--- config.mk ---
export PLATFORM = sky130hd
export DESIGN_NAME = hiccup_seq
export DESIGN_NICKNAME = d
export VERILOG_FILES = /design/src/rtl/hs_pkg.sv /design/src/rtl/hs_tick.sv /design/src/rtl/hs_level.sv /design/src/rtl/hs_latch.sv /design/src/rtl/hiccup_seq.sv
export SDC_FILE = /design/constraint.sdc
export NUM_CORES = 1
export LEC_CHECK = 0
export BUFFER_PORTS_ARGS = -buffer_cell sky130_fd_sc_hd__buf_2
export CAP_MARGIN = 0
export CORE_UTILIZATION = 55
export DETAILED_ROUTE_END_ITERATION = 8
export GPL_TIMING_DRIVEN = 0
export PLACE_DENSITY = 0.87
export SLEW_MARGIN = 15
export SYNTH_ARGS = -nofsm -noshare
export SYNTH_HDL_FRONTEND = slang
export SYNTH_HIERARCHICAL = 1
export SYNTH_SLANG_ARGS = --single-unit
export TNS_END_PERCENT = 50
--- constraint.sdc ---
create_clock -name clk_i -period 4.2 [get_ports clk_i]
set_clock_uncertainty 0.1 [all_clocks]
set_input_delay 0.42 -clock clk_i [delete_from_list [all_inputs] [get_ports clk_i]]
set_output_delay 0.42 -clock clk_i [all_outputs]
set_load 0.05 [all_outputs]
--- src/rtl/hs_pkg.sv ---
package hs_pkg;
  typedef enum logic {
    LVL_RUN   = 1'b0,
    LVL_CLEAR = 1'b1
  } lvl_cmd_e;
endpackage

--- src/rtl/hs_tick.sv ---
module hs_tick #(
  parameter int unsigned STEP_DIV = 3
) (
  input  logic clk_i,
  input  logic rst_ni,
  input  logic clr_i,
  output logic tick_o
);
  localparam int unsigned CW = (STEP_DIV > 2) ? $clog2(STEP_DIV) : 1;
  localparam logic [CW-1:0] LAST = CW'(STEP_DIV - 1);

  logic [CW-1:0] cnt_q;

  always_ff @(posedge clk_i or negedge rst_ni) begin
    if (!rst_ni)             cnt_q <= '0;
    else if (clr_i)          cnt_q <= '0;
    else if (cnt_q == LAST)  cnt_q <= '0;
    else                     cnt_q <= cnt_q + 1'b1;
  end

  assign tick_o = !clr_i && (cnt_q == LAST);

  // step spacing needs STEP_DIV >= 2
  p_tick_gap_r3: assert property (@(posedge clk_i) disable iff (!rst_ni)
    tick_o |=> !tick_o);
  p_clr_restart_r3: assert property (@(posedge clk_i) disable iff (!rst_ni)
    clr_i |=> !tick_o);
endmodule

--- src/rtl/hs_level.sv ---
module hs_level #(
  parameter int unsigned LVL_W = 6
) (
  input  logic             clk_i,
  input  logic             rst_ni,
  input  hs_pkg::lvl_cmd_e cmd_i,
  input  logic             step_i,
  output logic [LVL_W-1:0] lvl_o,
  output logic             full_o
);
  import hs_pkg::*;

  logic [LVL_W-1:0] lvl_q;

  assign full_o = &lvl_q;
  assign lvl_o  = lvl_q;

  always_ff @(posedge clk_i or negedge rst_ni) begin
    if (!rst_ni)                     lvl_q <= '0;
    else if (cmd_i == LVL_CLEAR)     lvl_q <= '0;
    else if (step_i && !full_o)      lvl_q <= lvl_q + 1'b1;
  end

  p_hold_r3: assert property (@(posedge clk_i) disable iff (!rst_ni)
    (cmd_i == LVL_RUN && !step_i) |=> $stable(lvl_q));
  p_saturate_r3: assert property (@(posedge clk_i) disable iff (!rst_ni)
    (full_o && cmd_i == LVL_RUN) |=> full_o);
  p_clear_r5: assert property (@(posedge clk_i) disable iff (!rst_ni)
    (cmd_i == LVL_CLEAR) |=> (lvl_q == '0));
endmodule

--- src/rtl/hs_latch.sv ---
module hs_latch (
  input  logic             clk_i,
  input  logic             rst_ni,
  input  logic             ready_i,
  input  logic             oc_i,
  input  logic             full_i,
  output hs_pkg::lvl_cmd_e cmd_o,
  output logic             fault_o
);
  import hs_pkg::*;

  logic fault_q, fault_d, clr;

  always_comb begin
    fault_d = fault_q;
    clr     = 1'b0;
    if (!ready_i) begin
      fault_d = 1'b0;
      clr     = 1'b1;
    end else if (!fault_q && oc_i) begin
      fault_d = 1'b1;
      clr     = 1'b1;
    end else if (fault_q && full_i) begin
      // release only after a full charge; retry if still faulted
      fault_d = oc_i;
      clr     = 1'b1;
    end
  end

  always_ff @(posedge clk_i or negedge rst_ni) begin
    if (!rst_ni) fault_q <= 1'b0;
    else         fault_q <= fault_d;
  end

  assign cmd_o   = clr ? LVL_CLEAR : LVL_RUN;
  assign fault_o = fault_q;

  p_set_r5: assert property (@(posedge clk_i) disable iff (!rst_ni)
    (ready_i && !fault_q && oc_i) |=> fault_q);
  p_release_r7: assert property (@(posedge clk_i) disable iff (!rst_ni)
    $fell(fault_q) |-> ($past(full_i) || !$past(ready_i)));
  p_retry_r7: assert property (@(posedge clk_i) disable iff (!rst_ni)
    (ready_i && fault_q && full_i && oc_i) |=> fault_q);
  p_unready_r1: assert property (@(posedge clk_i) disable iff (!rst_ni)
    !ready_i |=> !fault_q);
  p_charge_r6: assert property (@(posedge clk_i) disable iff (!rst_ni)
    (ready_i && fault_q && !full_i) |-> cmd_o == LVL_RUN);
endmodule

--- src/rtl/hiccup_seq.sv ---
module hiccup_seq #(
  parameter int unsigned LVL_W    = 6,
  parameter int unsigned STEP_DIV = 3,
  parameter int unsigned LOW_THR  = 4
) (
  input  logic             clk_i,
  input  logic             rst_ni,
  input  logic             supply_ok_i,
  input  logic             ref_ok_i,
  input  logic             oc_i,
  input  logic [LVL_W-1:0] phase_req_i,
  output logic             drv_en_o,
  output logic [LVL_W-1:0] phase_lim_o,
  output logic [LVL_W-1:0] ss_level_o
);
  import hs_pkg::*;

  localparam logic [LVL_W-1:0] THR_V = LVL_W'(LOW_THR);

  logic             ready, fault, full, tick;
  lvl_cmd_e         cmd;
  logic [LVL_W-1:0] lvl, headroom;

  assign ready = supply_ok_i & ref_ok_i;

  hs_tick #(.STEP_DIV(STEP_DIV)) u_tick (
    .clk_i (clk_i),
    .rst_ni(rst_ni),
    .clr_i (cmd == LVL_CLEAR),
    .tick_o(tick)
  );

  hs_level #(.LVL_W(LVL_W)) u_level (
    .clk_i (clk_i),
    .rst_ni(rst_ni),
    .cmd_i (cmd),
    .step_i(tick),
    .lvl_o (lvl),
    .full_o(full)
  );

  hs_latch u_latch (
    .clk_i  (clk_i),
    .rst_ni (rst_ni),
    .ready_i(ready),
    .oc_i   (oc_i),
    .full_i (full),
    .cmd_o  (cmd),
    .fault_o(fault)
  );

  assign drv_en_o    = ready & ~fault & ~oc_i & (lvl >= THR_V);
  assign headroom    = lvl - THR_V;
  assign phase_lim_o = !drv_en_o ? '0 :
                       (phase_req_i < headroom) ? phase_req_i : headroom;
  assign ss_level_o  = lvl;

  p_oc_kill_r5: assert property (@(posedge clk_i) disable iff (!rst_ni)
    oc_i |-> !drv_en_o);
  p_unready_off_r1: assert property (@(posedge clk_i) disable iff (!rst_ni)
    !ready |-> (!drv_en_o && phase_lim_o == '0));
  p_ref_wait_r2: assert property (@(posedge clk_i) disable iff (!rst_ni)
    !ref_ok_i |=> (ss_level_o == '0));
  p_clamp_r8: assert property (@(posedge clk_i) disable iff (!rst_ni)
    phase_lim_o <= phase_req_i);
  p_zero_start_r8: assert property (@(posedge clk_i) disable iff (!rst_ni)
    (drv_en_o && ss_level_o == THR_V) |-> phase_lim_o == '0);
  p_fault_quiet_r6: assert property (@(posedge clk_i) disable iff (!rst_ni)
    (ready && !fault && oc_i) |=> !drv_en_o);
endmodule

==> summary.txt, run 1 <==
Final layout
  • Sequential cell area: 225 um2
  • P&R area growth vs syn: 19.9%
  • ANT cells: 0
  • Commonest non-fill, non-tap cell in the layout: buf_2
  • Final core occ: 74.8%
  • Most frequent cells in the layout: buf_2, nand2_1, dfrtp_1
  • Share of cells above drive strength 1: 31.1%
  • Final nets: about 140
  • Footprint of the multi-input gates: around 570 um2
  • Filler cells: 106

Synth
  • Synth Register Bits: 9
  • Mux contribution to synthesized area: 6.96%
  • Area share of fa/ha/maj cells after synthesis: 11.6%
  • Async set or reset register ratio after synthesis: 100%
  • Synth Area in XOR/XNOR: 2.03%
  • Synth Flop Type: dfrtp_1
  • Post-Synth Simple-Gate Area: 30.4%
  • EDFF count, synth: 0
  • Cell variety after synth: 33
  • Seq/Total Area, Yosys: 26.1%
  • Main combinational cell family by area after synthesis: simple AND/OR/NAND/NOR gates
  • Net Count, Synth: between 100 and 150
  • Syn avg cell area: roughly 9.2 um2
  • Synthesized cell area: about 860 um2
  • Synth warn: 6
  • Mapped Cells: 94
  • Post-synthesis compound-gate area fraction: between 15 and 20%

Die
  • Core ar.: 1380 um2
  • Initial core utilization: 62.4%
  • Site Rows: 13
  • Die Area: approximately 1700 um2
  • Num ports: 24
  • DIE HEIGHT: about 42 um
  • Die Wd: 41.6 um

GRT
  • GR Overflow Total: 0
  • Met3 Usage GRT: 6.52%
  • Vias in the first global route: between 700 and 800
  • GR Layer Usage met2: a little over 40%
  • GRT Max-Usage Layer: met2
  • Initial antenna violation count: 0
  • GR Util met1: 32.5%
  • Pin count of the biggest net entering global routing: 11
  • First-pass GRT wire length: 3280 um
  • GRT Util Overall: roughly a quarter

Power and ir drop
  • Leakage: 0.520 nW
  • PD cells: between 150 and 200 nW/um2
  • Design Power: 0.175 mW
  • Max IR drop VDD: 0.166 mV

Detailed routing
  • Drt first pass iters: 4
  • Routed len/inst: 13.9 um
  • Vias: 796
  • Initial DRC Count: 41
  • Routed Antenna Nets: 0
  • DRC: 0
  • Post-Route WL: 1900 um
  • Via density per instance: 5.81

CTS
  • Sink Count: 9
  • Clock Path Buffers: 2
  • CTS tree: built
  • Clock transition at path regs: 0.07 ns
  • Root Buffer: clkbuf_4
  • Post-CTS Setup Inserts: 0
  • H-Tree Depth: 1
  • Total CTS buffers: 3
  • Worst skew pair latency: ~0.27 ns

STA
  • Fmax: 321 MHz
  • Final setup viols: 0
  • Final hold violations: 0
  • RSZ-0062 raised after global routing: no
  • Final Cycle Share: between 70% and 80%
  • Min cycle time layout: 3.11 ns
  • Setup WS post-layout: 1.09 ns
  • Slew @ Worst Pin: 0.710 ns
  • Slew HR: a little over half
  • Slew Viols, Final: 0
  • Setup TNS: 0 ns

Run status
  • Status: completed

Worst setup path
  • Critical path cell sequence: inv_1 -> ha_1 -> xnor2_1 -> ha_1 -> nand4_1 -> o221a_1 -> buf_6 -> mux2i_1 -> buf_2
  • Slowest cell on the critical path: dfrtp_1
  • Crit path DAT: 2.59 ns
  • Cell mode on critical path: ha_1
  • Setup crit start kind: flip-flop
  • Peak fanout along the critical path: 9
  • Worst Setup End Kind: primary output
  • WP buf/inv: 3
  • CP required: 3.68 ns
  • CP delay by family, top: adder cells
  • Slowest stage delay, CP: 0.55 ns
  • CP Class: flip-flop to primary output

Place
  • Place WS: 1.37 ns
  • GPL Wtd Cong: between 0.8 and 0.9
  • Port bufs: 23
  • Dpl hpwl: 1470 um

Min path
  • Worst hold path type: input port to flip-flop

Run
  • Maxcap violations: 0
[metrics by stage]
step / hold WS [ns] / cell area, um2 / std cells
2_1_floorplan: 0.0244 / 863 / 94
3_3_place_gp: 0.182 / 997 / 132
3_5_place_dp: 0.184 / 997 / 132
4_1_cts: 0.284 / 1030 / 137
5_1_grt: 0.290 / 1030 / 137
6_report: 0.295 / 1030 / 137
[worst paths after layout]
path	startpoint	to	slack (ns)	cells after the start
max in group asynchronous	rst_ni	u_level/lvl_o[2]$_DFFE_PN0P_	3.37	2
worst max register to register	u_level/lvl_o[0]$_DFFE_PN0P_	u_level/lvl_o[3]$_DFFE_PN0P_	1.60	10
min in group asynchronous	rst_ni	u_tick/cnt_q[1]$_DFF_PN0_	0.45	2
worst min-delay path	oc_i	u_latch/fault_o$_DFFE_PN0P_	0.29	2
worst max-delay path	u_level/lvl_o[2]$_DFFE_PN0P_	phase_lim_o[0]	1.09	9
worst min register to register	u_tick/cnt_q[1]$_DFF_PN0_	u_tick/cnt_q[0]$_DFF_PN0_	0.39	1
[area by class of cell]
type	count	share of cell area (%)
plain buffers	4	3.99
clock buffers	3	2.18
clock inverters	1	0.484
inverters	6	2.18
multi-input cells	75	55.5
flip-flops and latches	9	21.8
well taps	15	1.81
repair buffers	24	12.1
[per-layer routing]
layer / up-vias / part of all wire [%]
met4: 0 / 0
met3: 0 / 4.0
met2: 28 / 50
li1: 399 / -
met1: 369 / 46
met5: - / 0
[Yosys cell counts, types with 2 or more instances]
| master | instances | area share (%) |
|---|---|---|
| nor2b_4 | 2 | 3.2 |
| inv_1 | 6 | 2.6 |
| buf_6 | 3 | 3.9 |
| mux2i_1 | 6 | 7.0 |
| xnor2_1 | 2 | 2.0 |
| nand4_1 | 3 | 2.2 |
| nor3b_1 | 5 | 4.3 |
| nand2b_1 | 4 | 2.9 |
| dfrtp_1 | 9 | 26 |
| o211ai_1 | 2 | 1.7 |
| nand2_1 | 13 | 5.7 |
| nor2_1 | 3 | 1.3 |
| nand4b_1 | 2 | 2.0 |
| ha_1 | 8 | 12 |
| nor3_1 | 4 | 2.3 |
| a21oi_1 | 5 | 2.9 |
[kinds of logic (layout without fill, tap and decap cells)]
logic type      after synthesis  in the layout
simple gates                 42             42
compound gates               17             17
buf+inv                      10             38
flops                         9              9
fa+ha+maj                     8              8
mux                           6              6
xor+xnor                      2              2
[power by group]
part	switching [mW]	total (mW)	internal [mW]
Clock	0.0325	0.0677	0.0352
Sequential	0.000852	0.0885	0.0877
Combinational	0.0103	0.0192	0.00892
Total	0.0436	0.175	0.132
[state kept, by name (all words and copies together) (netlist names)]
name	flops
u_level/lvl_o	6
u_latch/fault_o	1
u_tick/cnt_q	2
[repair_timing]
action	in CTS	in global routing
endpoints found under the hold margin	9	0
resized for setup	0	0
hold buffers	1	0
No activity file was read; power rests on OpenSTA's default activity.
==> run 2: changes to the inputs <==
--- a/config.mk
+++ b/config.mk
@@ -7,10 +7,10 @@
 export LEC_CHECK = 0
 export BUFFER_PORTS_ARGS = -buffer_cell sky130_fd_sc_hd__buf_2
 export CAP_MARGIN = 0
-export CORE_UTILIZATION = 55
+export CORE_UTILIZATION = 46
 export DETAILED_ROUTE_END_ITERATION = 8
 export GPL_TIMING_DRIVEN = 0
-export PLACE_DENSITY = 0.87
+export PLACE_DENSITY = 0.78
 export SLEW_MARGIN = 15
 export SYNTH_ARGS = -nofsm -noshare
 export SYNTH_HDL_FRONTEND = slang
==> constraint.sdc (replaced) <==
create_clock -name clk_i -period 2.53 [get_ports clk_i]
set_clock_uncertainty 0.1 [all_clocks]
set_input_delay 0.253 -clock clk_i [delete_from_list [all_inputs] [get_ports clk_i]]
set_output_delay 0.253 -clock clk_i [all_outputs]
set_load 0.05 [all_outputs]
==> summary.txt, run 2 (synthesized netlist as in run 1, its figures left out) <==
Worst setup path
  • Peak fanout along the critical path: 6
  • CP Class: flip-flop to primary output
  • Worst Setup End Kind: primary output
  • CP delay by family, top: flip-flops
  • WP buf/inv: 3
  • Slowest stage delay, CP: 0.51 ns
  • CP required: 2.18 ns
  • Reg2Reg Launch Point: u_level/lvl_o[3]$_DFFE_PN0P_
  • Slowest cell on the critical path: dfrtp_4
  • CP startpoint: u_level/lvl_o[2]$_DFFE_PN0P_
  • Setup crit start kind: flip-flop
  • Crit path DAT: 2.35 ns
  • Critical path cell sequence: inv_4 -> ha_4 -> xnor2_2 -> ha_1 -> nand4_1 -> o221a_1 -> buf_8 -> mux2i_4 -> buf_6

Place
  • GPL Wtd Cong: just over 0.8
  • Dpl hpwl: ~1400 um
  • Port bufs: 23
  • Place WS: -0.0549 ns

GRT
  • First-pass GRT wire length: 3110 um
  • Pin count of the biggest net entering global routing: 11
  • GR Overflow Total: 0
  • Vias in the first global route: 753
  • GRT Util Overall: 20.7%
  • Initial antenna violation count: 0

CTS
  • Root Buffer: clkbuf_4
  • CTS tree: built
  • H-Tree Depth: 1
  • Sink Count: 9
  • Clock Path Buffers: 2
  • Worst skew pair latency: 0.26 ns
  • Total CTS buffers: 3
  • Clock transition at path regs: 0.06 ns

Final layout
  • Most frequent cells in the layout: buf_2, nand2_1, buf_6
  • Sequential cell area: 235 um2
  • P&R area growth vs syn: 50.9%
  • ANT cells: 0
  • Share of cells above drive strength 1: 51.6%
  • Final core occ: 74.6%
  • Footprint of the multi-input gates: 732 um2
  • Commonest non-fill, non-tap cell in the layout: buf_2
  • Max reg flops: 6
  • Final nets: 148
  • Filler cells: 117

Power and ir drop
  • Leakage: 0.549 nW
  • Combinational cell fraction of total power: 13.3%
  • Clock power share: roughly 37%
  • P_int: 0.224 mW
  • Seq pwr share: 49.5%
  • Sw Pwr: 0.0717 mW
  • Max IR drop VDD: roughly 0.23 mV
  • Switch share: between 20 and 25%
  • PD cells: 227 nW/um2

Detailed routing
  • Drt first pass iters: 4
  • Via density per instance: 5.48
  • DRC: 0
  • Routed Antenna Nets: 0
  • Initial DRC Count: 26
  • Vias: 839
  • Post-Route WL: 2100 um
  • Routed len/inst: between 10 and 15 um

STA
  • Setup WS post-layout: -0.171 ns
  • Slew HR: 79.1%
  • Fmax: about 370 MHz
  • Slew @ Worst Pin: between 0.3 and 0.4 ns
  • Min cycle time layout: about 2.7 ns
  • Final setup viols: 6
  • Final hold violations: 0
  • RSZ-0062 raised after global routing: yes
  • Final Cycle Share: 107%
  • Slew Viols, Final: 0

Die
  • Die Area: approximately 2100 um2
  • Core ar.: 1750 um2
  • DIE HEIGHT: 45.3 um
  • Initial core utilization: 49.5%
  • Num ports: 24
  • Site Rows: 15
  • Die Wd: 45.3 um

Min path
  • Worst hold path type: input port to flip-flop
  • Hold Crit Start: oc_i

Run
  • Maxcap violations: 0

Run status
  • Status: finished with violations
  • Violated checks: negative setup slack
run 2: changes by cell type in the layout (fill, tap and decap cells not counted), sizes merged:
| cell | previous run | this run |
|---|---|---|
| buf | 27 | 33 |
| clkbuf | 3 | 4 |
| clkinv | 1 | 0 |
run 2: final timing paths:
path	end	cells past startpoint	slack [ns]
setup / recovery	phase_lim_o[3]	9	-0.17
hold / removal	u_latch/fault_o$_DFFE_PN0P_	2	0.15
setup reg to reg	u_level/lvl_o[5]$_DFFE_PN0P_	10	0.10
hold reg to reg	u_tick/cnt_q[0]$_DFF_PN0_	1	0.35
max in group asynchronous	u_level/lvl_o[2]$_DFFE_PN0P_	2	1.85
min in group asynchronous	u_tick/cnt_q[0]$_DFF_PN0_	2	0.28
run 2: power groups by stage:
stage	sequential, mW	combinational [mW]	clock [mW]
2_1_floorplan	0.149	0.0173	0
3_3_place_gp	0.149	0.0313	0
3_5_place_dp	0.150	0.0321	0
4_1_cts	0.147	0.0341	0.115
5_1_grt	0.147	0.0434	0.123
6_report	0.147	0.0392	0.110
run 2: area by class of cell:
class | instances | area share (%)
buffer | 4 | 3.46
clock buffer | 4 | 2.02
timing repair buffer | 30 | 15.9
inverter | 6 | 1.92
multi-input combinational | 75 | 56.2
sequential | 9 | 18.1
tap | 25 | 2.40
run 2: routing by layer:
layer | vias to the layer above | GRT usage, % | part of all wire (%)
li1 | 413 | - | -
met2 | 31 | 39.4 | 55
met5 | - | 0 | 0
met1 | 395 | 23.4 | 41
met4 | 0 | 5.45 | 0
met3 | 0 | 3.60 | 3.9
run 2: worst reg2reg max path: stages (launching register included):
cell     delay, ns
dfrtp_2       0.45
buf_4         0.15
and3_1        0.16
buf_6         0.12
nor2b_4       0.13
nor2b_4       0.13
o21ai_4       0.12
nor3b_1       0.20
buf_4         0.19
nand4_1       0.18
o311a_1       0.37
run 2: timing repair:
action	in CTS	in global routing
hold buffers	1	0
gates resized for setup	19	7
setup buffers	4	2
pin swaps	4	5
cloned	0	0
endpoints found under the setup margin	6	6
hold endpoints to repair	9	0
run 2: through the flow:
step	setup TNS (ns)	cells	instance area (um2)	hold slack, ns	total power [mW]
2_1_floorplan	0	94	951	-0.143	0.167
3_3_place_gp	-0.174	142	1100	0.0134	0.181
3_5_place_dp	-0.305	142	1100	0.0141	0.182
4_1_cts	-0.787	151	1240	0.137	0.296
5_1_grt	-1.43	153	1300	0.165	0.314
6_report	-0.959	153	1300	0.149	0.296
==> run 3: changes to the inputs <==
==> constraint.sdc (replaced) <==
create_clock -name clk_i -period 2.53 [get_ports clk_i]
set_clock_uncertainty 0.1 [all_clocks]
set_input_delay 0.506 -clock clk_i [delete_from_list [all_inputs] [get_ports clk_i]]
set_output_delay 0.506 -clock clk_i [all_outputs]
set_load 0.05 [all_outputs]
==> summary.txt, run 3 (synthesized netlist as in run 1, its figures left out) <==
GRT
  • GRT Util Overall: 21.4%
  • Vias in the first global route: 818
  • First-pass GRT wire length: about 3100 um
  • Initial antenna violation count: 0
  • Pin count of the biggest net entering global routing: 11
  • GR Overflow Total: 0

CTS
  • Clock transition at path regs: 0.06 ns
  • Root Buffer: clkbuf_4
  • Clock Path Buffers: 2
  • CTS tree: built
  • Worst skew pair latency: about 0.25 ns
  • Total CTS buffers: 3
  • Sink Count: 9
  • H-Tree Depth: 1

Worst setup path
  • CP Class: flip-flop to primary output
  • Critical path cell sequence: inv_2 -> ha_4 -> xnor2_1 -> ha_1 -> nand4_1 -> o221a_1 -> buf_8 -> mux2i_4 -> buf_6
  • Slowest cell on the critical path: dfrtp_4
  • R2R setup slack: about 0.10 ns
  • Peak fanout along the critical path: 6
  • Setup crit start kind: flip-flop
  • CP required: 1.92 ns
  • RR Endpoint: u_level/lvl_o[5]$_DFFE_PN0P_
  • Worst Reg-to-Reg Cells: 10
  • CP delay by family, top: flip-flops
  • Crit path DAT: 2.31 ns
  • Worst Setup End Kind: primary output
  • Reg2Reg Launch Point: u_level/lvl_o[3]$_DFFE_PN0P_
  • Slowest stage delay, CP: 0.51 ns
  • WP buf/inv: 3

Final layout
  • Final core occ: 73.1%
  • Sequential cell area: 233 um2
  • P&R area growth vs syn: 47.8%
  • Most frequent cells in the layout: buf_2, nand2_1, buf_6
  • Max reg flops: 6
  • Final nets: 146
  • Footprint of the multi-input gates: a little over 700 um2
  • Share of cells above drive strength 1: 48.4%
  • ANT cells: 0
  • Filler cells: 135
  • Commonest non-fill, non-tap cell in the layout: buf_2

Detailed routing
  • Via density per instance: 5.48
  • Routed len/inst: around 13 um
  • DRC: 0
  • Initial DRC Count: 26
  • Drt first pass iters: 4
  • Vias: ~830
  • Post-Route WL: 1970 um
  • Routed Antenna Nets: 0

Run status
  • Status: finished with violations
  • Violated checks: negative setup slack

Place
  • Place WS: -0.271 ns
  • Dpl hpwl: 1420 um
  • Port bufs: 23
  • GPL Wtd Cong: around 0.83

Die
  • Site Rows: 15
  • Core ar.: 1750 um2
  • Die Area: 2050 um2
  • Die Wd: 45.3 um
  • Initial core utilization: 49.5%
  • DIE HEIGHT: 45.3 um
  • Num ports: 24

STA
  • RSZ-0062 raised after global routing: yes
  • Min cycle time layout: 2.92 ns
  • Setup WS post-layout: -0.386 ns
  • Fmax: 343 MHz
  • Final setup viols: 6
  • Slew Viols, Final: 0
  • Slew @ Worst Pin: about 0.32 ns
  • Final hold violations: 0
  • Slew HR: 78.9%
  • Final Cycle Share: 115%
  • Setup TNS: -2.24 ns

Min path
  • Hold path endpoint: u_tick/cnt_q[1]$_DFF_PN0_
  • Worst hold path type: flip-flop to flip-flop
  • Hold Crit Start: u_tick/cnt_q[1]$_DFF_PN0_
  • Worst hold stages: 1

Power and ir drop
  • Max IR drop VDD: between 0.2 and 0.3 mV
  • Leakage: between 0.5 and 0.6 nW
  • PD cells: 230 nW/um2

Run
  • Maxcap violations: 0
[run 3: changes by cell type in the layout (fill, tap and decap cells not counted), sizes merged]
cell / change
buf: -2
[run 3: layout make-up]
cell class	instances	share of cell area (%)
Sequential cell	9	18.2
Timing Repair Buffer	28	15.1
Multi-Input combinational cell	75	56.9
Tap cell	25	2.45
Clock buffer	4	2.06
Inverter	6	1.76
Buffer	4	3.53
[run 3: worst max path at each step]
| stage | from | end | slack (ns) | depth (start not counted) |
|---|---|---|---|---|
| global placement | u_level/lvl_o[2]$_DFFE_PN0P_ | phase_lim_o[1] | -0.24 | 8 |
| global route | u_level/lvl_o[2]$_DFFE_PN0P_ | phase_lim_o[1] | -0.52 | 8 |
| finish | u_level/lvl_o[2]$_DFFE_PN0P_ | phase_lim_o[1] | -0.39 | 9 |
| detailed placement | u_level/lvl_o[2]$_DFFE_PN0P_ | phase_lim_o[4] | -0.27 | 8 |
| floorplan | u_level/lvl_o[3]$_DFFE_PN0P_ | phase_lim_o[0] | -0.21 | 8 |
| CTS | u_level/lvl_o[2]$_DFFE_PN0P_ | phase_lim_o[2] | -0.42 | 8 |
[run 3: through the flow]
step	cells	total power [mW]	area, um2	hold slack [ns]
after global placement	142	0.181	1120	0.265
after floorplan	94	0.167	976	0.110
after global routing	151	0.313	1280	0.387
final	151	0.293	1280	0.369
after CTS	151	0.297	1240	0.357
after detailed placement	142	0.183	1120	0.269
[run 3: timing repair]
item                                    CTS  global route
hold buffers                              1             0
endpoints found under the setup margin   10            11
hold endpoints to repair                  9             0
resized for setup                        15             5
pin swaps                                 2             5
setup buffers                             4             0
cloned                                    0             0
[run 3: where the power goes]
group / internal, mW / switching [mW]
registers: 0.146 / 0.00141
logic: 0.0179 / 0.0207
clock network: 0.0606 / 0.0469
[run 3: routing by layer]
| metal | up-vias | GRT usage [%] | routed length [um] |
|---|---|---|---|
| li1 | 405 | - | - |
| met1 | 389 | 22.1 | 816 |
| met2 | 31 | 40.6 | 1080 |
| met3 | 2 | 4.40 | 68 |
| met4 | 0 | 9.70 | 14 |
| met5 | - | 0 | 0 |
